<file path="src/rtl/xlat_pkg.sv">
package xlat_pkg;

  typedef enum logic [1:0] {
    ST_OK   = 2'd0,
    ST_PAGE = 2'd1,
    ST_PROT = 2'd2
  } rsp_e;

  localparam logic [1:0] ACC_WRITE = 2'd1;
  localparam logic [1:0] ACC_EXEC  = 2'd2;

  localparam int BIT_PRESENT = 0;
  localparam int BIT_WRITE   = 1;
  localparam int BIT_USER    = 2;
  localparam int BIT_NOEXEC  = 63;

  typedef struct packed {
    logic load;  // capture request fields, restart at level 0
    logic take;  // capture returned entry and its page number
    logic step;  // advance to the next level
  } strobe_t;

endpackage

</file>
<file path="src/rtl/xlat_dpath.sv">
module xlat_dpath
  import xlat_pkg::*;
#(
  parameter int LVL_N = 4,
  parameter int IDX_W = 9,
  parameter int OFF_W = 12,
  parameter int PPN_W = 40,
  localparam int VA_USED = LVL_N * IDX_W + OFF_W,
  localparam int PA_W = PPN_W + OFF_W,
  localparam int LVL_W = (LVL_N > 1) ? $clog2(LVL_N) : 1
) (
  input  logic               clk,
  input  logic               rstN,
  input  strobe_t            stb,
  input  logic [VA_USED-1:0] reqVaddr,
  input  logic [1:0]         reqAccess,
  input  logic               reqUser,
  input  logic [PPN_W-1:0]   ptbr,
  input  logic [63:0]        memRspData,
  output logic [PA_W-1:0]    memReqAddr,
  output logic               notPresent,
  output logic               deny,
  output logic               lastLevel,
  output logic [LVL_W-1:0]   level,
  output logic [PA_W-1:0]    paddr,
  output logic [63:0]        entry
);

  localparam int ENT_SH = 3;

  logic [VA_USED-1:0] vaReg;
  logic [1:0]         accReg;
  logic               usrReg;
  logic [PPN_W-1:0]   curPpn;
  logic [LVL_W-1:0]   lvlReg;
  logic [63:0]        entryReg;

  always_ff @(posedge clk or negedge rstN) begin
    if (!rstN) begin
      vaReg    <= '0;
      accReg   <= '0;
      usrReg   <= 1'b0;
      curPpn   <= '0;
      lvlReg   <= '0;
      entryReg <= '0;
    end else if (stb.load) begin
      vaReg  <= reqVaddr;
      accReg <= reqAccess;
      usrReg <= reqUser;
      curPpn <= ptbr;
      lvlReg <= '0;
    end else begin
      if (stb.take) begin
        entryReg <= memRspData;
        curPpn   <= memRspData[OFF_W +: PPN_W];
      end
      if (stb.step) lvlReg <= lvlReg + 1'b1;
    end
  end

  // Index slices, lowest slice belongs to the last level.
  logic [IDX_W-1:0] idxArr [LVL_N];
  for (genvar g = 0; g < LVL_N; g++) begin : g_slice
    assign idxArr[g] = vaReg[OFF_W + g*IDX_W +: IDX_W];
  end

  logic [LVL_W-1:0] sliceSel;
  logic [IDX_W-1:0] curIdx;
  assign sliceSel = LVL_W'(LVL_N - 1) - lvlReg;
  assign curIdx   = idxArr[sliceSel];

  assign memReqAddr = (PA_W'(curPpn) << OFF_W) | (PA_W'(curIdx) << ENT_SH);

  assign notPresent = !memRspData[BIT_PRESENT];
  assign deny = ((accReg == ACC_WRITE) && !memRspData[BIT_WRITE]) ||
                (usrReg && !memRspData[BIT_USER]) ||
                ((accReg == ACC_EXEC) && memRspData[BIT_NOEXEC]);

  assign lastLevel = (lvlReg == LVL_W'(LVL_N - 1));
  assign level     = lvlReg;
  assign paddr     = {curPpn, vaReg[OFF_W-1:0]};
  assign entry     = entryReg;

  AST_ROOT_BASE: assert property (@(posedge clk) disable iff (!rstN)
    stb.load |=> memReqAddr[PA_W-1:OFF_W] == $past(ptbr)) else $error("root base");

  AST_NEXT_BASE: assert property (@(posedge clk) disable iff (!rstN)
    stb.step |=> memReqAddr[PA_W-1:OFF_W] == $past(memRspData[OFF_W +: PPN_W])) else $error("next base");

endmodule

</file>
<file path="src/rtl/xlat_ctrl.sv">
module xlat_ctrl
  import xlat_pkg::*;
(
  input  logic    clk,
  input  logic    rstN,
  input  logic    reqValid,
  input  logic    memReqReady,
  input  logic    memRspValid,
  input  logic    notPresent,
  input  logic    deny,
  input  logic    lastLevel,
  output logic    reqReady,
  output logic    memReqValid,
  output logic    respValid,
  output rsp_e    status,
  output strobe_t stb
);

  typedef enum logic [1:0] {S_IDLE, S_ISSUE, S_WAIT, S_DONE} state_e;

  state_e state, stateNxt;
  rsp_e   statusNxt;

  always_comb begin
    stateNxt  = state;
    statusNxt = status;
    stb       = '0;
    unique case (state)
      S_IDLE: begin
        if (reqValid) begin
          stb.load  = 1'b1;
          statusNxt = ST_OK;
          stateNxt  = S_ISSUE;
        end
      end
      S_ISSUE: begin
        if (memReqReady) stateNxt = S_WAIT;
      end
      S_WAIT: begin
        if (memRspValid) begin
          stb.take = 1'b1;
          if (notPresent) begin
            statusNxt = ST_PAGE;
            stateNxt  = S_DONE;
          end else if (deny) begin
            statusNxt = ST_PROT;
            stateNxt  = S_DONE;
          end else if (lastLevel) begin
            statusNxt = ST_OK;
            stateNxt  = S_DONE;
          end else begin
            stb.step = 1'b1;
            stateNxt = S_ISSUE;
          end
        end
      end
      S_DONE:  stateNxt = S_IDLE;
      default: stateNxt = S_IDLE;
    endcase
  end

  always_ff @(posedge clk or negedge rstN) begin
    if (!rstN) begin
      state  <= S_IDLE;
      status <= ST_OK;
    end else begin
      state  <= stateNxt;
      status <= statusNxt;
    end
  end

  assign reqReady    = (state == S_IDLE);
  assign memReqValid = (state == S_ISSUE);
  assign respValid   = (state == S_DONE);

  AST_BUSY_AFTER_ACCEPT: assert property (@(posedge clk) disable iff (!rstN)
    reqValid && reqReady |=> !reqReady) else $error("busy");

  AST_RESP_ONE_CYCLE: assert property (@(posedge clk) disable iff (!rstN)
    respValid |=> !respValid && reqReady) else $error("pulse");

  AST_ISSUE_HOLD: assert property (@(posedge clk) disable iff (!rstN)
    memReqValid && !memReqReady |=> memReqValid) else $error("hold");

endmodule

</file>
<file path="src/rtl/xlat_walker.sv">
module xlat_walker
  import xlat_pkg::*;
#(
  parameter int LVL_N = 4,
  parameter int IDX_W = 9,
  parameter int OFF_W = 12,
  parameter int PPN_W = 40,
  localparam int VA_USED = LVL_N * IDX_W + OFF_W,
  localparam int PA_W = PPN_W + OFF_W,
  localparam int LVL_W = (LVL_N > 1) ? $clog2(LVL_N) : 1
) (
  input  logic             clk,
  input  logic             rstN,
  input  logic             reqValid,
  output logic             reqReady,
  input  logic [63:0]      reqVaddr,
  input  logic [1:0]       reqAccess,
  input  logic             reqUser,
  input  logic [PPN_W-1:0] ptbr,
  output logic             memReqValid,
  input  logic             memReqReady,
  output logic [PA_W-1:0]  memReqAddr,
  input  logic             memRspValid,
  input  logic [63:0]      memRspData,
  output logic             respValid,
  output logic [1:0]       respStatus,
  output logic [LVL_W-1:0] respLevel,
  output logic [PA_W-1:0]  respPaddr,
  output logic [63:0]      respEntry
);

  strobe_t stb;
  rsp_e    status;
  logic    notPresent, deny, lastLevel;
  logic    unusedHighBits;

  assign unusedHighBits = ^reqVaddr[63:VA_USED];

  xlat_ctrl u_ctrl (
    .clk        (clk),
    .rstN       (rstN),
    .reqValid   (reqValid),
    .memReqReady(memReqReady),
    .memRspValid(memRspValid),
    .notPresent (notPresent),
    .deny       (deny),
    .lastLevel  (lastLevel),
    .reqReady   (reqReady),
    .memReqValid(memReqValid),
    .respValid  (respValid),
    .status     (status),
    .stb        (stb)
  );

  xlat_dpath #(
    .LVL_N(LVL_N), .IDX_W(IDX_W), .OFF_W(OFF_W), .PPN_W(PPN_W)
  ) u_dpath (
    .clk       (clk),
    .rstN      (rstN),
    .stb       (stb),
    .reqVaddr  (reqVaddr[VA_USED-1:0]),
    .reqAccess (reqAccess),
    .reqUser   (reqUser),
    .ptbr      (ptbr),
    .memRspData(memRspData),
    .memReqAddr(memReqAddr),
    .notPresent(notPresent),
    .deny      (deny),
    .lastLevel (lastLevel),
    .level     (respLevel),
    .paddr     (respPaddr),
    .entry     (respEntry)
  );

  assign respStatus = status;

  AST_ADDR_HOLD: assert property (@(posedge clk) disable iff (!rstN)
    memReqValid && !memReqReady |=> $stable(memReqAddr)) else $error("addr hold");

  AST_ENTRY_ALIGN: assert property (@(posedge clk) disable iff (!rstN)
    memReqValid |-> memReqAddr[2:0] == 3'b000) else $error("align");

  AST_PAGE_NOT_PRESENT: assert property (@(posedge clk) disable iff (!rstN)
    respValid && respStatus == ST_PAGE |-> !respEntry[BIT_PRESENT]) else $error("page");

  AST_PROT_PRESENT: assert property (@(posedge clk) disable iff (!rstN)
    respValid && respStatus == ST_PROT |-> respEntry[BIT_PRESENT]) else $error("prot");

  AST_OK_LAST_LEVEL: assert property (@(posedge clk) disable iff (!rstN)
    respValid && respStatus == ST_OK |-> respLevel == LVL_W'(LVL_N - 1)) else $error("ok lvl");

endmodule

</file>
<file path="config.mk">
export PLATFORM = sky130hd
export DESIGN_NAME = xlat_walker
export DESIGN_NICKNAME = d
export VERILOG_FILES = /design/src/rtl/xlat_pkg.sv /design/src/rtl/xlat_dpath.sv /design/src/rtl/xlat_ctrl.sv /design/src/rtl/xlat_walker.sv
export SDC_FILE = /design/constraint.sdc
export NUM_CORES = 1
export LEC_CHECK = 0
export ABC_AREA = 1
export BUFFER_PORTS_ARGS = -buffer_cell sky130_fd_sc_hd__buf_2
export CORE_AREA = 2 2 136 138
export CTS_CLUSTER_DIAMETER = 120
export DETAILED_ROUTE_END_ITERATION = 6
export DIE_AREA = 0 0 138 140
export GPL_TIMING_DRIVEN = 0
export PLACE_DENSITY = 0.77
export SYNTH_ARGS = -nofsm -noshare
export SYNTH_HDL_FRONTEND = slang
export SYNTH_SLANG_ARGS = --single-unit
</file>
<file path="constraint.sdc">
create_clock -name clk -period 2.05 [get_ports clk]
set_input_delay 0.41 -clock clk [delete_from_list [all_inputs] [get_ports clk]]
set_output_delay 0.41 -clock clk [all_outputs]
set_load 0.03 [all_outputs]
</file>
# Yosys cells after proc, flatten, opt, wreduce, memory -nomap -nowiden
# Index checks and enable logic that the tools add are counted.
# word_totals
register_bits,161
latch_bits,0
mem_bits_rw,0
mem_bits_ro,0
in_bits,176
wordCells,65
memories,0
# op_classes
n_addsub,2
n_mul,0
n_div,0
n_lt_le_gt_ge,1
n_eq_ne,10
shift,0
n_mux,27
n_bitwise,3
reduce_logical,14
# ops
op,count
40-bit 2-to-1 mux,2
52-bit by 12-bit OR with 52-bit output,1
2-bit 2-to-1 mux,15
9-bit binary-select mux with 2-bit select,1
9-bit 2-to-1 mux,2
"2-bit equality test, second input constant",4
2-bit one-hot mux with 4 select lines,1
2-bit nonzero test,3
1-bit 2-to-1 mux,5
"2-bit by 1-bit equality test with 1-bit output, second input constant",2
"2-bit != test, second input constant",2
"4-bit != test, second input constant",1
2-bit one-hot mux with 2 select lines,1
4-bit AND reduction,1
"3-bit >= comparator, second input constant",1
1-bit logical AND,3
2-bit inverter with 3-bit output,1
3-bit AND reduction,1
"2-bit by 1-bit adder with 2-bit output, second input constant",1
1-bit logical NOT,2
2-bit logical NOT,1
1-bit logical OR,2
"2-bit by 1-bit != test with 1-bit output, second input constant",1
2-bit AND reduction,1
other kinds (2),2

# Logic depth before layout (Yosys ltp)
# Gate-level depths: netlist (run 1).
# depth
depth_word,10
ltp_mapped,9
ltp_nobuf,8

# By module
# From an unflattened synthesis (run 1), not the netlist that was laid out.
# unflattened
cells_unflattened,847
area_unflattened_um2,7084.3
# by_module_without_submodules
mod,instances,cells_per_inst,area_per_inst_um2,seq_area_each_um2
xlat_dpath,1,801,6799.0,3928.8
xlat_ctrl,1,46,285.3,100.1

# Worst setup path before layout (run 1)
# No wires, ideal clock.
# synth_timing
path_type,flip-flop to output port
start,register u_dpath.lvlReg[0] (netlist: u_dpath.level[0])
end,output memReqAddr[10]
arrival_time_ns,1.573
slack_ns,0.067
stages_incl_launch_ff,5
n_path_buf,1
path_cell_list,dfrtp_1 inv_1 clkbuf_1 o21ai_0 o22ai_1
# synth_between
elab_chain_len,6
# synth_rtl
element,line,rtl
from (decl),xlat_dpath.sv:35,logic [LVL_W-1:0] lvlReg;
from (signal assigned),xlat_dpath.sv:57,if (stb.step) lvlReg <= lvlReg + 1'b1;
2-bit subtractor,xlat_dpath.sv:69,assign sliceSel = LVL_W'(LVL_N - 1) - lvlReg;
2-bit inverter with 3-bit output (not written as such),xlat_dpath.sv:70,assign curIdx = idxArr[sliceSel];
9-bit binary-select mux with 2-bit select,xlat_dpath.sv:70,
9-bit 2-to-1 mux (not written as such) (2 in a row),xlat_dpath.sv:70,
52-bit by 12-bit OR with 52-bit output,xlat_dpath.sv:72,assign memReqAddr = (PA_W'(curPpn) << OFF_W) | (PA_W'(curIdx) << ENT_SH);
to (decl),xlat_walker.sv:22,"output logic [PA_W-1:0] memReqAddr,"
# Every way passes these cells. The select of a mux whose other input is x is not followed.

# Final worst setup path (run 1)
# layout_timing
start,register u_dpath.lvlReg[0] (netlist: u_dpath.level[0])
end,output memReqAddr[3]
# The elaborated chain is that of the path after synthesis.

==> results of run 1 <==
## per-layer routing
| metal | track usage | vias to the layer above | routed length (um) |
|---|---|---|---|
| met5 | 0 | - | 0 |
| met4 | 0.0800 | 0 | 515 |
| met3 | 0.0537 | 31 | 1480 |
| met2 | 0.372 | 268 | 10600 |
| met1 | 0.268 | 3044 | 8690 |
| li1 | - | 3210 | - |
## report_power, final
group / internal, W / switching, W
combinational: 0.00319 / 0.00654
clock: 0.00193 / 0.00131
sequential: 0.00468 / 0.000964
## worst paths after layout
path | slack [ns] | depth (start not counted) | endpoint
setup reg to reg | 0.54 | 8 | u_dpath.curPpn[32]
hold reg to reg | 0.46 | 2 | u_ctrl.status[1]
min in group asynchronous | 0.54 | 2 | u_dpath.vaReg[37]
hold / removal | 0.18 | 3 | u_dpath.vaReg[41]
setup / recovery | 0.07 | 5 | memReqAddr[3]
max in group asynchronous | 0.68 | 3 | u_dpath.entry[12]
## placed cells by master (no fill, tap or decap), types with 2 or more instances in the layout
cell type and instances:
sky130_fd_sc_hd__nand4_1 3, sky130_fd_sc_hd__nand2_4 3, sky130_fd_sc_hd__nor2_1 25, sky130_fd_sc_hd__clkbuf_1 2
sky130_fd_sc_hd__clkbuf_16 17, sky130_fd_sc_hd__nand3_1 49, sky130_fd_sc_hd__bufinv_16 2, sky130_fd_sc_hd__inv_1 14
sky130_fd_sc_hd__o22ai_1 8, sky130_fd_sc_hd__clkbuf_4 2, sky130_fd_sc_hd__inv_2 5, sky130_fd_sc_hd__buf_2 331
sky130_fd_sc_hd__clkinvlp_4 3, sky130_fd_sc_hd__buf_4 75, sky130_fd_sc_hd__clkinv_4 2, sky130_fd_sc_hd__clkinv_2 2
sky130_fd_sc_hd__dfrtp_1 159, sky130_fd_sc_hd__clkbuf_8 5, sky130_fd_sc_hd__o21ai_0 20, sky130_fd_sc_hd__conb_1 3
sky130_fd_sc_hd__dfrtp_2 2, sky130_fd_sc_hd__o21ai_1 6, sky130_fd_sc_hd__nand2_1 434, sky130_fd_sc_hd__buf_1 3
sky130_fd_sc_hd__buf_6 9, sky130_fd_sc_hd__inv_6 2
## tightest hold or removal path: stages
cell	delay [ns]
sky130_fd_sc_hd__buf_2	0.07
sky130_fd_sc_hd__nand2_1	0.04
sky130_fd_sc_hd__nand2_1	0.04
## layout make-up
| class | instances | area, um^2 | share of cell area |
|---|---|---|---|
| multi-input cells | 555 | 2250 | 0.233 |
| clock inverters | 11 | 128 | 0.0132 |
| inverters | 20 | 77.6 | 0.00801 |
| flip-flops and latches | 161 | 4030 | 0.416 |
| well taps | 229 | 287 | 0.0296 |
| repair buffers | 335 | 1740 | 0.180 |
| clock buffers | 21 | 480 | 0.0496 |
| plain buffers | 91 | 682 | 0.0704 |
## kinds of logic (layout without fill, tap and decap cells)
family,count (synthesis),after routing
flip-flops,161,161
adder cells (fa/ha/maj),1,1
other,1,3
AO/OA/AOI/OAI,35,35
AND/OR/NAND/NOR,516,516
buffers and inverters,111,478
## stage by stage
stage / total power [W] / setup TNS, ns
6_report: 0.0186 / 0
5_1_grt: 0.0197 / -0.00187
4_1_cts: 0.0187 / 0
3_5_place_dp: 0.0153 / 0
3_3_place_gp: 0.0151 / -302.99
2_1_floorplan: 0.0123 / 0
## repair_timing
| item | 4_1_cts | 5_1_grt |
|---|---|---|
| setup endpoints to repair | 9 | 9 |
| pin swaps | 0 | 2 |
| hold buffers | 1 | 0 |
| endpoints found under the hold margin | 55 | 0 |
| gates resized for setup | 15 | 18 |
| setup buffers | 1 | 1 |
## registers in the layout, indices dropped and copies added (netlist names)
register,cells
u_dpath.curPpn,40
u_dpath.usrReg,1
u_dpath.level,2
u_ctrl.status,2
u_dpath.accReg,2
u_dpath.entry,64
u_ctrl.state,2
u_dpath.vaReg,48
==> results.txt, run 1 <==
----------------------------------------------------
[Critical path]
  Arrival time at the worst endpoint ... 1.57 ns
  Critical path launch point type ... flip-flop
  Maximum cell stage delay along the critical path ... 0.45 ns
  Worst endpoint required time ... 1.64 ns
  Launch point of the critical path ... u_dpath.level[0]
  Cell Chain, Critical Path ... inv_2 > clkbuf_8 > nor2_1 > o22ai_1 > buf_4
  Worst setup EP type ... primary output
  Cell family with the largest share of critical-path delay ... flip-flops
  Max stage delay cell, worst path ... sky130_fd_sc_hd__dfrtp_2
  Startpoint of the lowest-slack register-to-register path ... u_ctrl.state[0]
  Crit path kind ... flip-flop to primary output
  Top fanout value on the critical path ... 10
  CP Buf/Inv Count ... 3

[Yosys]
  Register bit total from synthesis ... 161
  Netlist Area Pre-Place ... 0.00701 mm^2
  Synth Area in Adders ... 0.00179
  Post-Syn Area per Cell ... 8.49 um^2
  Top FF cell, synth ... sky130_fd_sc_hd__dfrtp_1
  Top cells by instance count after synthesis ... sky130_fd_sc_hd__nand2_1 (434), sky130_fd_sc_hd__dfrtp_1 (161), sky130_fd_sc_hd__buf_4 (64)
  Dominant combinational cell family by area after synthesis ... simple AND/OR/NAND/NOR gates
  Mux contribution to synthesized area ... 0
  Sequential-to-total area share from yosys stat ... 0.575
  Leading cell type by number of instances after synthesis ... sky130_fd_sc_hd__nand2_1
  Complex-gate fraction of the synthesized area ... 0.0266
  Parity-gate share of the synthesized area counting xor and xnor cells ... 0
  Post-synthesis async set-or-reset flop share ... 1.00
  Top cell type by total area after synthesis ... sky130_fd_sc_hd__dfrtp_1
  Synthesized-area fraction occupied by and/or/nand/nor cells ... 0.291
  Yosys warning count ... 0
  Count of flip-flops with a built-in enable after synthesis ... 0
  Area share of the leading cell type in the synthesized netlist ... 0.575
  Synth cell types ... 21
  Synthesized netlist cell count ... 825
  Biggest area contributors in the synthesized netlist ... sky130_fd_sc_hd__dfrtp_1 (57%), sky130_fd_sc_hd__nand2_1 (23%), sky130_fd_sc_hd__buf_4 (6.9%)

[CTS]
  Cell chosen for the clock root ... sky130_fd_sc_hd__clkbuf_16
  Clock Pin Slew Worst Setup and Hold Paths ... 0.07 ns
  Buffer levels on the longest clock path ... 2
  Total clock buffers created by CTS ... 17
  Number of clock sinks seen by CTS ... 161
  Number of H-tree branching levels ... 4
  Clock network latency to the later pin of the worst-skew pair ... 0.42 ns
  Clock tree from TritonCTS ... done

[Finish]
  Number of filler cells placed in the layout ... 1686
  # nets final ... 1358
  Final cell utilization of the core ... 0.544
  Share of post-route cells with drive strength above 1 ... 0.390
  Area added between synthesis and finish ... 38.1%
  Number of diodes ... 0
  Non-Filler Instances ... 1423
  Summed area of non-filler cells in the final layout ... 0.00968 mm^2

[Routing]
  Total wire length after detailed routing ... 21.3 mm
  Detailed-route via count ... 6553
  Count of antenna-violating nets left after detailed routing ... 0
  Detail-routed net length per standard cell ... 15.0 um
  Via-to-Cell Ratio ... 4.61
  Violation count after the first detailed-routing iteration ... 302
  Post-route DRC violation count ... 0
  Number of detailed-routing iterations run before antenna repair ... 5

[Placement]
  Post-placement setup slack ... 0.0389 ns
  Count of placed standard cells including taps ... 1388
  Port Buffer Count ... 331
  Cell Area, Placed ... 0.00900 mm^2
  Global placement routability congestion ... 0.897
  Post-detail-place hpwl ... 16.1 mm

[Min path]
  Hold path start ... reqVaddr[41]
  Worst Hold Class ... input port to flip-flop

[GRT]
  Global-route congestion overflow total ... 0
  Pin count of the biggest net entering global routing ... 85
  Number of global-route vias before repair ... 6341
  Global-route wire length before repair ... 33.4 mm
  Number of antenna violations at the first check in global routing ... 0
  Global-route usage over all layers ... 0.217

[STA]
  Clock Skew ... 0.00530 ns
  Upper clock frequency limit ... 504 MHz
  Unrepaired setup endpoints after global routing ... yes
  Number of pins with negative max-slew slack in the final report ... 0
  Post-layout worst setup margin ... 0.0669 ns
  Number of failing hold endpoints at the final stage ... 0
  Transition time of the tightest slew-check pin ... 0.599 ns
  Final hold slack ... 0.178 ns
  Share of the clock period used by the worst path after layout ... 0.967
  Worst-case headroom to the max-slew limit ... 0.601
  Final setup violation count ... 0
  Fin crit period ... 1.98 ns

[Die]
  Initial cell density of the core ... 0.394
  Die footprint ... 0.0193 mm^2
  Chip height ... 140 um
  Chip Width ... 138 um
  Floorplan Core Area ... 0.0178 mm^2
  Placement row count ... 49
  I/O pin total ... 351

[Pwr]
  Max IR drop VDD ... 1.42 mV
  Power density over cell area ... 1920 mW/mm^2
  Leakage power total ... 5.74 nW

[Outcome]
  Status ... finished clean

[Run]
  Total of max-cap violations ... 0

----------------------------------------------------
Power figures use the tool's default switching activity.
==> run 2, diff against run 1 <==
--- a/config.mk
+++ b/config.mk
@@ -5,14 +5,11 @@
 export SDC_FILE = /design/constraint.sdc
 export NUM_CORES = 1
 export LEC_CHECK = 0
-export ABC_AREA = 1
 export BUFFER_PORTS_ARGS = -buffer_cell sky130_fd_sc_hd__buf_2
-export CORE_AREA = 2 2 136 138
+export CORE_UTILIZATION = 25
 export CTS_CLUSTER_DIAMETER = 120
 export DETAILED_ROUTE_END_ITERATION = 6
-export DIE_AREA = 0 0 138 140
 export GPL_TIMING_DRIVEN = 0
-export PLACE_DENSITY = 0.77
 export SYNTH_ARGS = -nofsm -noshare
 export SYNTH_HDL_FRONTEND = slang
 export SYNTH_SLANG_ARGS = --single-unit
==> run 2 against run 1 <==
The run now ends with setup timing left. Clock skew grew 0.0023 ns. First-iteration DRC count is 22% lower. Wire length fell by 2.7%. Worst hold slack improved by 0.0069 ns. Sequential cell count unchanged. Maximum frequency down 3.4%. Total power is 2.4% lower. Non-clock buffer count shrank 5. Critical path depth down 2. Sequential power about the same. Critical path type unchanged. Critical endpoint is now memReqAddr[11]. Largest cell class unchanged.
==> results.txt, run 2 <==
----------------------------------------------------
[CTS]
  Clock tree from TritonCTS ... done
  Number of H-tree branching levels ... 4 (unchanged)
  Cell chosen for the clock root ... sky130_fd_sc_hd__clkbuf_16
  Buffer levels on the longest clock path ... 2 (unchanged)
  Clock Pin Slew Worst Setup and Hold Paths ... 0.07 ns (about the same)
  Clock network latency to the later pin of the worst-skew pair ... 0.41 ns (about the same)
  Total clock buffers created by CTS ... 17 (unchanged)
  Number of clock sinks seen by CTS ... 161 (unchanged)

[Yosys]
  Area share of the leading cell type in the synthesized netlist ... 0.584 (+0.00960)
  Synth cell types ... 32 (+52%)
  Count of flip-flops with a built-in enable after synthesis ... 0 (unchanged)
  Post-synthesis async set-or-reset flop share ... 1.00 (unchanged)
  Leading cell type by number of instances after synthesis ... sky130_fd_sc_hd__nand2_1
  Top cells by instance count after synthesis ... sky130_fd_sc_hd__nand2_1 (272), sky130_fd_sc_hd__dfrtp_1 (161), sky130_fd_sc_hd__buf_4 (61)
  Sequential-to-total area share from yosys stat ... 0.584 (+0.00960)
  Biggest area contributors in the synthesized netlist ... sky130_fd_sc_hd__dfrtp_1 (58%), sky130_fd_sc_hd__nand2_1 (15%), sky130_fd_sc_hd__buf_4 (6.6%)
  Post-Syn Area per Cell ... 10.5 um^2 (+24%)
  Top FF cell, synth ... sky130_fd_sc_hd__dfrtp_1
  Netlist Area Pre-Place ... 0.00689 mm^2 (-1.6%)
  Yosys warning count ... 0 (unchanged)
  Register bit total from synthesis ... 161 (unchanged)
  Synthesized netlist cell count ... 654 (-21%)
  Top cell type by total area after synthesis ... sky130_fd_sc_hd__dfrtp_1

[Routing]
  Total wire length after detailed routing ... 20.7 mm (-2.7%)
  Post-route DRC violation count ... 0 (unchanged)
  Met2 WL ... 9.81 mm (-7.4%)
  Number of detailed-routing iterations run before antenna repair ... 4 (-1)
  Via-to-Cell Ratio ... 4.22 (-8.3%)
  Detailed-route via count ... 5754 (-12%)
  Violation count after the first detailed-routing iteration ... 237 (-22%)
  Max layer used ... met5
  Count of antenna-violating nets left after detailed routing ... 0 (unchanged)
  Detail-routed net length per standard cell ... 15.2 um (+1.7%)
  Met3 wire length ... 1.77 mm (+19%)
  Post-Route M1 WL ... 8.77 mm (+0.91%)

[GRT]
  Number of antenna violations at the first check in global routing ... 2 (+2)
  Global-route usage over all layers ... 0.148 (-0.0698)
  Global-route congestion overflow total ... 0 (unchanged)
  Number of global-route vias before repair ... 5871 (-7.4%)
  Pin count of the biggest net entering global routing ... 99 (+16%)
  Global-route wire length before repair ... 31.9 mm (-4.3%)

[Critical path]
  Worst setup EP type ... primary output
  Max stage delay cell, worst path ... sky130_fd_sc_hd__mux4_2
  Crit path kind ... flip-flop to primary output
  Cell Chain, Critical Path ... buf_12 > mux4_2 > buf_6
  Worst endpoint required time ... 1.64 ns (about the same)
  Critical path launch point type ... flip-flop
  Maximum cell stage delay along the critical path ... 0.52 ns (+0.07 ns)
  Top fanout value on the critical path ... 10 (unchanged)
  Arrival time at the worst endpoint ... 1.64 ns (+0.07 ns)

[Min path]
  Worst Hold Class ... input port to flip-flop

[STA]
  Final hold slack ... 0.185 ns (+0.00690 ns)
  Final setup violation count ... 1 (+1)
  Share of the clock period used by the worst path after layout ... 1.00 (+0.0341)
  Number of pins with negative max-slew slack in the final report ... 0 (unchanged)
  Fin crit period ... 2.05 ns (+0.0699 ns)
  Number of failing hold endpoints at the final stage ... 0 (unchanged)
  Transition time of the tightest slew-check pin ... 0.552 ns (-0.0471 ns)
  Upper clock frequency limit ... 487 MHz (-3.4%)
  Unrepaired setup endpoints after global routing ... yes
  Worst-case headroom to the max-slew limit ... 0.632 (+0.0314)
  Clock Skew ... 0.00761 ns (+0.00231 ns)
  Post-layout worst setup margin ... -0.00306 ns (-0.0699 ns)

[Finish]
  # nets final ... 1186 (-13%)
  Commonest non-fill, non-tap cells in the layout ... sky130_fd_sc_hd__buf_2 (339), sky130_fd_sc_hd__nand2_1 (272), sky130_fd_sc_hd__dfrtp_1 (160)
  Number of diodes ... 0 (unchanged)
  Share of post-route cells with drive strength above 1 ... 0.484 (+0.0936)
  Area added between synthesis and finish ... 41.1%
  Most common cell after layout, fill and taps aside ... sky130_fd_sc_hd__buf_2
  Final cell utilization of the core ... 0.360 (-0.185)
  Number of flip-flops in the largest register ... 64 (unchanged)
  Summed area of non-filler cells in the final layout ... 0.00973 mm^2 (+0.48%)

[Pwr]
  Portion of total power attributed to combinational logic ... 0.506 (-0.016)
  Leakage power total ... 5.35 nW (-6.8%)
  Power dissipated by switching net loads ... 0.00812 W (-8.0%)
  Clock Power Share ... 0.183 (+0.009)
  Power share of the sequential group ... 0.310 (+0.007)
  Cell Int Power ... 0.0100 W (+2.6%)
  Total design power ... 0.0182 W (-2.4%)
  Power density over cell area ... 1870 mW/mm^2 (-2.9%)
  Switching share of power ... 0.447 (-0.0269)
  Max IR drop VDD ... 0.788 mV (-44%)

[Placement]
  Port Buffer Count ... 331 (unchanged)
  Post-detail-place hpwl ... 15.8 mm (-1.7%)
  Global placement routability congestion ... 0.762 (-15%)
  Cell Area, Placed ... 0.00902 mm^2 (+0.28%)

[Die]
  Floorplan Core Area ... 0.0270 mm^2 (+52%)
  Die footprint ... 0.0282 mm^2 (+46%)
  Initial cell density of the core ... 0.255 (-0.139)
  I/O pin total ... 351 (unchanged)
  Chip height ... 168 um (+20%)
  Placement row count ... 60 (+22%)
  Chip Width ... 168 um (+22%)

[Run]
  Total of max-cap violations ... 0 (unchanged)

[Outcome]
  Status ... finished with violations
  Violated checks ... setup timing

----------------------------------------------------
==> run 2: changes by cell type in the layout (fill, tap and decap cells not counted), sizes merged, moves of 4 or more <==
cell	before	now
a22oi	0	4
mux2	0	52
inv	22	3
mux4	0	9
o22ai	9	0
nand2	438	272
nand3	49	39
clkbuf	26	21
nor2	26	4
o21ai	26	3
==> run 2: power by group through the flow <==
stage / Clock, W / Sequential, W / Combinational (W)
after global routing: 0.00358 / 0.00584 / 0.00989
after CTS: 0.00345 / 0.00566 / 0.00935
after floorplan: 0 / 0.00743 / 0.00452
final: 0.00333 / 0.00564 / 0.00920
after detailed placement: 0 / 0.00571 / 0.00908
after global placement: 0 / 0.00565 / 0.00900
==> run 2: area by class of cell <==
type / count / area (um^2)
Fill cell: 2758 / 17300
Buffer: 87 / 628
Multi-Input combinational cell: 407 / 2260
Timing Repair Buffer: 334 / 1770
Tap cell: 341 / 427
Inverter: 1 / 3.75
Clock buffer: 19 / 453
Sequential cell: 161 / 4030
Clock inverter: 12 / 158
==> run 2: kinds of logic after synthesis <==
kind of cell,synth area share
simple gates,0.197
flops,0.584
buf+inv,0.0889
mux,0.116
compound gates,0.0111
fa+ha+maj,0.00181
other cells,0.000544
==> run 2: path summary, 6_finish.rpt <==
kind                                   startpoint                 end  slack [ns]  cells past startpoint
worst max-delay path             u_dpath.level[0]      memReqAddr[11]      -0.003                      3
min in group asynchronous                    rstN    u_dpath.vaReg[2]        0.51                      2
max in group asynchronous                    rstN  u_dpath.curPpn[29]        0.64                      3
worst max register to register    u_ctrl.state[0]   u_dpath.vaReg[40]        0.29                      4
worst min-delay path               memRspData[57]   u_dpath.entry[57]        0.19                      3
worst min register to register  u_dpath.entry[11]   u_dpath.entry[11]        0.47                      2
==> run 2: per-layer routing <==
layer | vias to the layer above | global-route usage
met3 | 23 | 0.0564
met4 | 4 | 0.0495
met1 | 2736 | 0.173
li1 | 2768 | -
met2 | 223 | 0.247
met5 | - | 0
==> run 2: metrics by stage <==
step / setup WS (ns) / setup TNS, ns / cells
after detailed placement: 0.0929 / 0 / 1329
after floorplan: 0.123 / 0 / 656
after global routing: -0.0775 / -0.558 / 1362
final: -0.00306 / -0.00306 / 1362
after CTS: -0.0378 / -0.239 / 1362
after global placement: -2.10 / -334.60 / 1328
==> run 2: what timing repair did <==
| item | in CTS | in global routing |
|---|---|---|
| gates cloned | 0 | 0 |
| pin swaps | 0 | 0 |
| setup endpoints to repair | 9 | 9 |
| resized for setup | 25 | 0 |
| endpoints found under the hold margin | 63 | 0 |
| hold buffers | 1 | 0 |
| buffers inserted | 1 | 0 |
==> run 2: worst max-delay path: cells and delay by family, from the launching register on <==
family | cells | cell delay, ns
mux | 1 | 0.52
flops | 1 | 0.40
buf+inv | 2 | 0.31
==> run 3, diff against run 2 <==
--- a/config.mk
+++ b/config.mk
@@ -5,11 +5,15 @@
 export SDC_FILE = /design/constraint.sdc
 export NUM_CORES = 1
 export LEC_CHECK = 0
-export BUFFER_PORTS_ARGS = -buffer_cell sky130_fd_sc_hd__buf_2
+export CELL_PAD_IN_SITES_DETAIL_PLACEMENT = 0
+export CELL_PAD_IN_SITES_GLOBAL_PLACEMENT = 2
 export CORE_UTILIZATION = 25
 export CTS_CLUSTER_DIAMETER = 120
 export DETAILED_ROUTE_END_ITERATION = 6
+export DONT_BUFFER_PORTS = 1
 export GPL_TIMING_DRIVEN = 0
+export PLACE_DENSITY_LB_ADDON = 0.1
+export REMOVE_ABC_BUFFERS = 1
 export SYNTH_ARGS = -nofsm -noshare
 export SYNTH_HDL_FRONTEND = slang
 export SYNTH_SLANG_ARGS = --single-unit
==> run 3 against run 2 <==
The run ends with hold timing, setup timing left. Via count fell by 25%. Clock-buffer cell count did not move. Total power fell by 14%. First-iteration DRC count fell by 19%. Global-route usage fell by 1.7 points. Critical path type unchanged. Clock skew rose by 0.0043 ns. Final cell count fell by 30%. Non-clock buffer count fell by 408. Design area fell by 22%. Combinational power fell by 63%. Sequential power rose by 59%. Die area did not move.
==> results.txt, run 3 (synthesis gave the netlist of run 2 again) <==
----------------------------------------------------
[Outcome]
  Status ... finished with violations
  Violated checks ... hold timing, setup timing

[Routing]
  Detailed-route via count ... 4307 (-25%)
  Violation count after the first detailed-routing iteration ... 192 (-19%)
  Count of antenna-violating nets left after detailed routing ... 0 (unchanged)
  Detail-routed net length per standard cell ... 19.8 um (+30%)
  Number of detailed-routing iterations run before antenna repair ... 4 (unchanged)
  Via-to-Cell Ratio ... 4.51 (+6.6%)
  Post-route DRC violation count ... 0 (unchanged)
  Total wire length after detailed routing ... 18.9 mm (-8.7%)

[Finish]
  Non-Filler Instances ... 956 (-30%)
  # nets final ... 779 (-34%)
  Number of flip-flops in the largest register ... 64 (unchanged)
  Most common cell after layout, fill and taps aside ... sky130_fd_sc_hd__nand2_1
  Number of filler cells placed in the layout ... 2839 (+2.9%)
  Area added between synthesis and finish ... 9.69%
  Multi-input gate area in the final layout ... 0.00228 mm^2 (+0.94%)
  Commonest non-fill, non-tap cells in the layout ... sky130_fd_sc_hd__nand2_1 (272), sky130_fd_sc_hd__dfrtp_1 (159), sky130_fd_sc_hd__nand3_1 (39)
  FF+latch area ... 0.00403 mm^2 (about the same)
  Share of post-route cells with drive strength above 1 ... 0.151 (-0.333)
  Number of diodes ... 0 (unchanged)

[Critical path]
  CP Buf/Inv Count ... 1 (-1)
  Crit path kind ... flip-flop to primary output
  Critical register-to-register path endpoint ... u_ctrl.status[1]
  Cell Chain, Critical Path ... buf_8 > mux4_2
  Cell family with the largest share of critical-path delay ... multiplexers
  Worst setup EP type ... primary output
  Reg2Reg Depth ... 3 (-1)
  Max stage delay cell, worst path ... sky130_fd_sc_hd__mux4_2
  Startpoint of the lowest-slack register-to-register path ... u_ctrl.state[0]
  Worst setup path end ... memReqAddr[10]
  Arrival time at the worst endpoint ... 1.79 ns (+0.15 ns)
  Top fanout value on the critical path ... 7 (-3)
  Worst endpoint required time ... 1.64 ns (about the same)
  Worst path depth ... 2 (-1)
  Launch point of the critical path ... u_dpath.level[0]
  Maximum cell stage delay along the critical path ... 0.62 ns (+0.10 ns)
  Critical path launch point type ... flip-flop
  Setup slack on the worst flop-to-flop path ... 0.11 ns (-0.18 ns)

[STA]
  Fin crit period ... 2.20 ns (+0.147 ns)
  Clock Skew ... 0.0119 ns (+0.00428 ns)
  Worst-case headroom to the max-slew limit ... 0.484 (-0.148)
  Post-layout worst setup margin ... -0.150 ns (-0.147 ns)
  Unrepaired setup endpoints after global routing ... yes
  Final setup violation count ... 9 (+8)
  Aggregate negative setup slack ... -0.845 ns (-0.842 ns)
  Transition time of the tightest slew-check pin ... 0.772 ns (+0.220 ns)
  Final hold slack ... -0.326 ns (-0.512 ns)
  Share of the clock period used by the worst path after layout ... 1.07 (+0.0719)
  Number of pins with negative max-slew slack in the final report ... 0 (unchanged)
  Upper clock frequency limit ... 454 MHz (-6.7%)
  Number of failing hold endpoints at the final stage ... 161 (+161)

[Die]
  I/O pin total ... 351 (unchanged)
  Die footprint ... 0.0282 mm^2 (unchanged)
  Chip height ... 168 um (unchanged)
  Placement row count ... 60 (unchanged)
  Chip Width ... 168 um (unchanged)
  Initial cell density of the core ... 0.255 (unchanged)
  Floorplan Core Area ... 0.0270 mm^2 (unchanged)

[GRT]
  Pin count of the biggest net entering global routing ... 162 (+64%)
  Global-route congestion overflow total ... 0 (unchanged)
  Number of global-route vias before repair ... 4513 (-23%)
  Global-route wire length before repair ... 27.8 mm (-13%)
  Global-route usage over all layers ... 0.131 (-0.0171)
  Number of antenna violations at the first check in global routing ... 2 (unchanged)

[Placement]
  Global placement routability congestion ... 0.725 (-4.8%)
  Count of placed standard cells including taps ... 919 (-31%)
  Port Buffer Count ... 0 (-100%)
  Post-detail-place hpwl ... 12.8 mm (-19%)
  Post-placement setup slack ... -0.365 ns (-0.458 ns)

[Min path]
  Worst Hold Class ... input port to asynchronous set/reset pin

[CTS]
  Clock network latency to the later pin of the worst-skew pair ... 0.42 ns (about the same)
  Clock tree from TritonCTS ... done
  Total clock buffers created by CTS ... 17 (unchanged)
  Cell chosen for the clock root ... sky130_fd_sc_hd__clkbuf_16
  Clock Pin Slew Worst Setup and Hold Paths ... 0.07 ns (about the same)
  Number of clock sinks seen by CTS ... 161 (unchanged)
  Buffer levels on the longest clock path ... 2 (unchanged)
  Number of H-tree branching levels ... 4 (unchanged)

[Pwr]
  Leakage power total ... 3.61 nW (-32%)
  Power density over cell area ... 2060 mW/mm^2 (+10%)
  Max IR drop VDD ... 0.535 mV (-32%)
  Total design power ... 0.0156 W (-14%)

[Run]
  Total of max-cap violations ... 0 (unchanged)

----------------------------------------------------
## run 3: cell types whose count changed in the layout (fill, tap and decap cells not counted), moves of 2 or more
cell                         before  now
sky130_fd_sc_hd__clkinvlp_4       3    0
sky130_fd_sc_hd__buf_2          339    0
sky130_fd_sc_hd__bufinv_16        3    1
sky130_fd_sc_hd__inv_6            2    5
sky130_fd_sc_hd__buf_6           13    0
sky130_fd_sc_hd__buf_4           62    2
sky130_fd_sc_hd__buf_16           1    3
sky130_fd_sc_hd__buf_8            1    7
sky130_fd_sc_hd__inv_8            0    4
## run 3: routing by layer
layer | part of all wire | track usage | vias up | wire length [um]
met1 | 0.40 | 0.147 | 2115 | 7500
li1 | - | - | 1949 | -
met3 | 0.11 | 0.0630 | 15 | 2040
met5 | 0.0014 | 0 | - | 27
met4 | 0.0096 | 0.0383 | 4 | 181
met2 | 0.48 | 0.218 | 224 | 9160
## run 3: worst min-delay path by stage
stage / to / slack (ns)
floorplan: u_ctrl.state[0] / 0.11
CTS: u_dpath.entry[62] / -0.36
finish: u_dpath.entry[8] / -0.33
detailed placement: u_dpath.entry[8] / 0.12
global placement: u_dpath.entry[62] / 0.12
global route: u_dpath.entry[8] / -0.37
## run 3: layout make-up
| cell class | instances | area share |
|---|---|---|
| timing repair buffer | 13 | 0.0295 |
| clock buffer | 19 | 0.0599 |
| sequential | 161 | 0.534 |
| multi-input combinational | 408 | 0.302 |
| inverter | 1 | 0.000496 |
| clock inverter | 13 | 0.0187 |
| tap | 341 | 0.0564 |
## run 3: power by group
group	internal, W	total (W)	switching, W
Clock	0.00180	0.00327	0.00147
Combinational	0.00148	0.00337	0.00189
Sequential	0.00464	0.00894	0.00430
Total	0.00792	0.0156	0.00766
## run 3: what timing repair did
item / CTS / global route
setup buffers: 3 / 1
gates cloned: 0 / 1
setup endpoints to repair: 88 / 10
hold endpoints to repair: 161 / 161
resized for setup: 4 / 4
pin swaps: 1 / 1
## run 3: through the flow
| stage | util | area [um^2] |
|---|---|---|
| after floorplan | - | 6290 |
| after global placement | 0.249 | 6720 |
| after detailed placement | 0.256 | 6910 |
| after CTS | 0.279 | 7530 |
| after global routing | 0.280 | 7560 |
| final | 0.280 | 7560 |
## run 3: worst register-to-register path, stage by stage, from the launching register on
cell and delay (ns):
sky130_fd_sc_hd__dfrtp_1 0.49, sky130_fd_sc_hd__and3b_4 0.69, sky130_fd_sc_hd__nor2_4 0.30, sky130_fd_sc_hd__a211o_1 0.36
